$ cat src/rtl/pipe5_interlock.sv
module pipe5_interlock #(
  parameter int XLEN = 32,
  parameter int RAW  = 4,
  parameter int PAW  = 5,
  parameter int CW   = 16
) (
  input  logic             clk,
  input  logic             rst_n,
  input  logic             load_en,
  input  logic [PAW-1:0]   load_addr,
  input  logic [3*RAW-1:0] load_instr,
  input  logic [PAW:0]     prog_len,
  input  logic [RAW-1:0]   dbg_addr,
  output logic [XLEN-1:0]  dbg_data,
  output logic             retire,
  output logic [PAW:0]     retired_cnt,
  output logic [CW-1:0]    cycle_cnt,
  output logic             done
);
  localparam int IW    = 3 * RAW;
  localparam int NREG  = 1 << RAW;
  localparam int DEPTH = 1 << PAW;

  logic [IW-1:0]   imem [DEPTH];
  logic [XLEN-1:0] regs [NREG];

  logic [PAW:0]    pc;
  logic            id_v;
  logic [IW-1:0]   id_ins;
  logic            ex_v, mem_v, wb_v;
  logic [RAW-1:0]  ex_rd, ex_rs1, ex_rs2, mem_rd, wb_rd;
  logic [XLEN-1:0] ex_a, ex_b, mem_val, wb_val;

  wire [RAW-1:0] id_rd  = id_ins[3*RAW-1:2*RAW];
  wire [RAW-1:0] id_rs1 = id_ins[2*RAW-1:RAW];
  wire [RAW-1:0] id_rs2 = id_ins[RAW-1:0];
  wire fetch_v = pc < prog_len;

  function automatic logic busy(input logic [RAW-1:0] src);
    return src != '0 && ((ex_v && ex_rd == src) || (mem_v && mem_rd == src));
  endfunction

  function automatic logic [XLEN-1:0] rd_reg(input logic [RAW-1:0] src);
    if (src == '0) return '0;
    if (wb_v && wb_rd == src) return wb_val;
    return regs[src];
  endfunction

  wire stall = id_v && (busy(id_rs1) || busy(id_rs2));
  wire last  = wb_v && retired_cnt == prog_len - 1'b1;

  assign dbg_data = rd_reg(dbg_addr);
  assign retire   = wb_v;

  always_ff @(posedge clk)
    if (load_en) imem[load_addr] <= load_instr;

  always_ff @(posedge clk or negedge rst_n) begin
    if (!rst_n) begin
      pc <= '0;
      id_v <= 1'b0;
      id_ins <= '0;
      ex_v <= 1'b0; ex_rd <= '0; ex_rs1 <= '0; ex_rs2 <= '0; ex_a <= '0; ex_b <= '0;
      mem_v <= 1'b0; mem_rd <= '0; mem_val <= '0;
      wb_v <= 1'b0; wb_rd <= '0; wb_val <= '0;
      retired_cnt <= '0;
      cycle_cnt <= '0;
      done <= 1'b0;
      for (int i = 0; i < NREG; i++) regs[i] <= XLEN'(i);
    end else begin
      if (!stall) begin
        if (fetch_v) pc <= pc + 1'b1;
        id_v   <= fetch_v;
        id_ins <= imem[pc[PAW-1:0]];
      end
      ex_v   <= id_v && !stall;
      ex_rd  <= id_rd;
      ex_rs1 <= id_rs1;
      ex_rs2 <= id_rs2;
      ex_a   <= rd_reg(id_rs1);
      ex_b   <= rd_reg(id_rs2);
      mem_v   <= ex_v;
      mem_rd  <= ex_rd;
      mem_val <= ex_a + ex_b;
      wb_v   <= mem_v;
      wb_rd  <= mem_rd;
      wb_val <= mem_val;
      if (wb_v && wb_rd != '0) regs[wb_rd] <= wb_val;
      if (wb_v) retired_cnt <= retired_cnt + 1'b1;
      if (!done) cycle_cnt <= cycle_cnt + 1'b1;
      if (last) done <= 1'b1;
    end
  end

  AST_STALL_HOLDS_PC: assert property (@(posedge clk) disable iff (!rst_n)
    stall |=> $stable(pc) && !ex_v);
  AST_NO_RAW_FROM_MEM: assert property (@(posedge clk) disable iff (!rst_n)
    (ex_v && mem_v && mem_rd != '0) |-> (ex_rs1 != mem_rd && ex_rs2 != mem_rd));
  AST_NO_RAW_FROM_WB: assert property (@(posedge clk) disable iff (!rst_n)
    (ex_v && wb_v && wb_rd != '0) |-> (ex_rs1 != wb_rd && ex_rs2 != wb_rd));
  AST_RETIRE_BOUND: assert property (@(posedge clk) disable iff (!rst_n)
    retire |-> retired_cnt < prog_len);
  AST_DONE_STICKY: assert property (@(posedge clk) disable iff (!rst_n)
    done |=> done && $stable(cycle_cnt) && $stable(retired_cnt));
  always_comb AST_R0_ZERO: assert (!rst_n || dbg_addr != '0 || dbg_data == '0);
endmodule

$ cat config.mk
export PLATFORM = sky130hd
export DESIGN_NAME = pipe5_interlock
export DESIGN_NICKNAME = d
export VERILOG_FILES = /design/src/rtl/pipe5_interlock.sv
export SDC_FILE = /design/constraint.sdc
export NUM_CORES = 2
export LEC_CHECK = 0
export ABC_CLOCK_PERIOD_IN_PS = 5650
export BUFFER_PORTS_ARGS = -buffer_cell sky130_fd_sc_hd__buf_2
export CORE_UTILIZATION = 55
export CTS_BUF_LIST = sky130_fd_sc_hd__clkbuf_4
export DETAILED_ROUTE_END_ITERATION = 8
export GPL_ROUTABILITY_DRIVEN = 0
export PLACE_DENSITY_LB_ADDON = 0.05
export SKIP_LAST_GASP = 1
export SLEW_MARGIN = 20
export SYNTH_ARGS = -nofsm -noshare
export SYNTH_HDL_FRONTEND = slang
export SYNTH_SLANG_ARGS = --single-unit
$ cat constraint.sdc
create_clock -name clk -period 5.65 [get_ports clk]
set_input_delay 0.565 -clock clk [delete_from_list [all_inputs] [get_ports clk]]
set_output_delay 0.565 -clock clk [all_outputs]
set_load 0.02 [all_outputs]
==> results.py <==
metrics = {
    "critical_path": {
        "worstPathArrival_ps": 4070,
        "end_kind": "output port",
        "critPathBufInv": 2,
        "worstPathCellList": "xor2_1 > nor3_1 > and3_2 > buf_4 > nand2_1 > a21oi_1 > buf_2",
        "crit_family": "simple AND/OR/NAND/NOR gates",
        "crit_fanout": 20,
        "crit_path_start_kind": "flop",
        "cpPeakStageDelay_ps": 800,
        "crit_type": "flop to output port",
        "cp_data_required_time_ps": 5090,
        "critPathSlowestCell": "and3_2",
    },
    "route": {
        "drc": 0,
        "viasPerCell": 6.605,
        "firstDrtPassIters": 5,
        "wl_per_cell_um": 29.04,
        "drtIter0Drc": 3258,
        "vias": 33070,
        "routed_wl_um": 145400,
        "drtAntennaViolNets": 0,
    },
    "cts": {
        "postCtsSetupRepairBufs": 0,
        "clockBufferDepth": 4,
        "tritoncts": "done",
        "clkTransAtPathRegs_ps": 60,
        "htreeDepth": 5,
        "clock_latency_ps": 1200,
        "clkSinkCount": 1081,
        "cts_inserted_buffers": 307,
        "cts-root-buf": "clkbuf_4",
    },
    "sta": {
        "setup_viol": 0,
        "finalMaxSlewViolations": 0,
        "rsz0062_at_grt": "no",
        "tightest_slew_ps": 1061,
        "tns_ps": 0,
        "hold_viol_final": 0,
        "finalCritPeriodShare": 0.8196,
        "fmax_mhz": 216.0,
        "slew_headroom": 0.2912,
        "skew_ps": 80.64,
        "period_needed_ps": 4631,
    },
    "synthesis": {
        "yosysUniqueCellTypes": 63,
        "synth_edf_count": 384,
        "yosysWarnings": 0,
        "syn_avg_cell_area_um2": 16.21,
        "async_flop_share": 0.6448,
        "synth_nets": 3413,
        "synth_area_mm2": 0.05416,
        "synthCells": 3342,
        "synth_ff_type": "dfrtp_1",
        "ys_seq_area_frac": 0.5357,
        "ys_seq_elements": 1081,
    },
    "power": {
        "p_total_mw": 22.40,
        "power_density_mw_per_mm2": 376.8,
        "leakage_nw": 24.63,
        "peakVddDrop_v": 0.0003848,
    },
    "finish": {
        "fillers": 7287,
        "regArea_mm2": 0.02905,
        "areaGrowthSynthToFinish_pct": 9.767,
        "nets": 3602,
        "stdcell_area_mm2": 0.05945,
        "multi_input_area_mm2": 0.02366,
        "drive_above_1_share": 0.4130,
    },
    "floorplanning": {
        "die_y_um": 315.8,
        "die-area_mm2": 0.09974,
        "io_pins": 86,
        "chipWidth_um": 315.8,
        "fp-row-count": 114,
        "core_area_mm2": 0.09714,
        "start_util": 0.5576,
    },
    "run": {
        "cap_viol_max_count": 0,
    },
    "place": {
        "portBuffers": 85,
        "place_hpwl_um": 82890,
        "place_area_mm2": 0.05561,
    },
    "global_routing": {
        "grt_pass1_wl_um": 220300,
        "grt_max_degree": 134,
        "grtUsageTotal": 0.3018,
        "first_global_vias": 34900,
        "antenna_found_initial": 3,
        "grt.overflow.total": 0,
    },
    "status": {
        "status": "finished clean",
    },
    "hold_path": {
        "hold_class": "input pin to async pin",
    },
}
kinds of logic after synthesis:
kind of cell,after synthesis,share of synthesized area
compound gates,272,0.02943
xor+xnor,85,0.01375
fa+ha+maj,41,0.009610
buf+inv,327,0.03029
flops,1081,0.5357
mux,1097,0.3456
simple gates,439,0.03565
worst reg2reg max path: stages, from the launching register on:
cell and delay [ps]:
dfrtp_1 820, nand3b_1 460, nor2_4 880, buf_4 670, mux2_1 380
area by class of cell:
class / count / share of cell area
timing repair buffer: 190 / 0.02477
sequential: 1081 / 0.4886
multi-input combinational: 1934 / 0.3979
clock buffer: 441 / 0.05569
tap: 1276 / 0.02685
clock inverter: 61 / 0.004840
inverter: 17 / 0.001073
antenna: 7 / 0.0002946
layer usage:
layer  wire length, µm  up-vias  track usage
li1                  -    13680            -
met1             60020    17560       0.4312
met2             69750     1544       0.4638
met3             11570      295      0.06152
met4              4045        0       0.1113
met5                 0        -            0
metrics by stage:
| step | instances | utilization | hold WS, ps | worst slack (ps) |
|---|---|---|---|---|
| 2_1_floorplan | 3342 | - | 269.4 | 2866 |
| 3_3_place_gp | 4475 | 0.5718 | 333.1 | 1712 |
| 3_5_place_dp | 4477 | 0.5725 | 334.7 | 1694 |
| 4_1_cts | 5000 | 0.6117 | 3.132 | 945.1 |
| 5_1_grt | 5007 | 0.6121 | 15.40 | 773.1 |
| 6_report | 5007 | 0.6121 | 45.36 | 1019 |
sequential cells by signal (all words and copies together) (netlist names), 12 cells and up:
register and count:
cycle_cnt 16, imem 384, id_ins 12, wb_val 32, regs 512, ex_b 32
mem_val 32, ex_a 32
cell usage in the layout (no fill, tap or decap), types with 12 or more instances in the layout:
cell             n
dfrtp_1        655
mux4_2         570
clkbuf_4       441
edfxtp_1       384
mux2_2         268
nand2_1        243
mux2_1         217
a21oi_1        152
buf_2           81
buf_4           72
xnor2_1         60
nor2_1          59
clkinv_1        52
mux2i_1         42
ha_1            40
dfstp_2         32
nand3_1         26
o21ai_0         26
xor2_1          25
nand4_1         21
dlygate4sd3_1   21
inv_1           16
o21ai_1         15
a22oi_1         14
nor3_1          13
o211ai_1        12
worst paths after layout:
check | start | endpoint | slack (ps) | cells after the start
worst max register to register | retire | regs[303] | 2290 | 4
worst max-delay path | wb_rd[1] | dbg_data[10] | 1020 | 7
worst min-delay path | rst_n | regs[353] | 50 | 2
worst min register to register | mem_val[7] | wb_val[7] | 340 | 0
max in group asynchronous | rst_n | id_ins[5] | 4180 | 3
min in group clk | prog_len[5] | id_v | 90 | 6
report_power, final:
| group | total [mW] | internal, mW | switching, mW |
|---|---|---|---|
| Sequential | 9.26 | 8.36 | 0.897 |
| Combinational | 6.30 | 2.59 | 3.71 |
| Clock | 6.84 | 3.64 | 3.21 |
| Total | 22.4 | 14.6 | 7.82 |
cell usage after synthesis (13+ instances only):
cell type / number / area [µm²]
dfrtp_1: 665 / 16640
mux4_2: 570 / 12840
edfxtp_1: 384 / 11530
mux2_2: 268 / 3018
nand2_1: 243 / 912.1
mux2_1: 217 / 2444
a21oi_1: 152 / 760.7
clkbuf_1: 149 / 559.3
buf_2: 96 / 480.5
nor2_1: 78 / 292.8
xnor2_1: 60 / 525.5
mux2i_1: 42 / 420.4
ha_1: 40 / 500.5
buf_6: 32 / 360.4
dfstp_2: 32 / 840.8
nand3_1: 29 / 145.1
o21ai_0: 26 / 130.1
xor2_1: 25 / 219.0
buf_1: 21 / 78.83
nand4_1: 21 / 131.4
inv_1: 16 / 60.06
o21ai_1: 15 / 75.07
a22oi_1: 14 / 105.1
nor3_1: 13 / 65.06
timing repair:
| action | in CTS | in global routing |
|---|---|---|
| endpoints found under the hold margin | 484 | 0 |
| gates resized for setup | 0 | 0 |
| hold buffers | 21 | 0 |
Power figures use the tool's default switching activity.
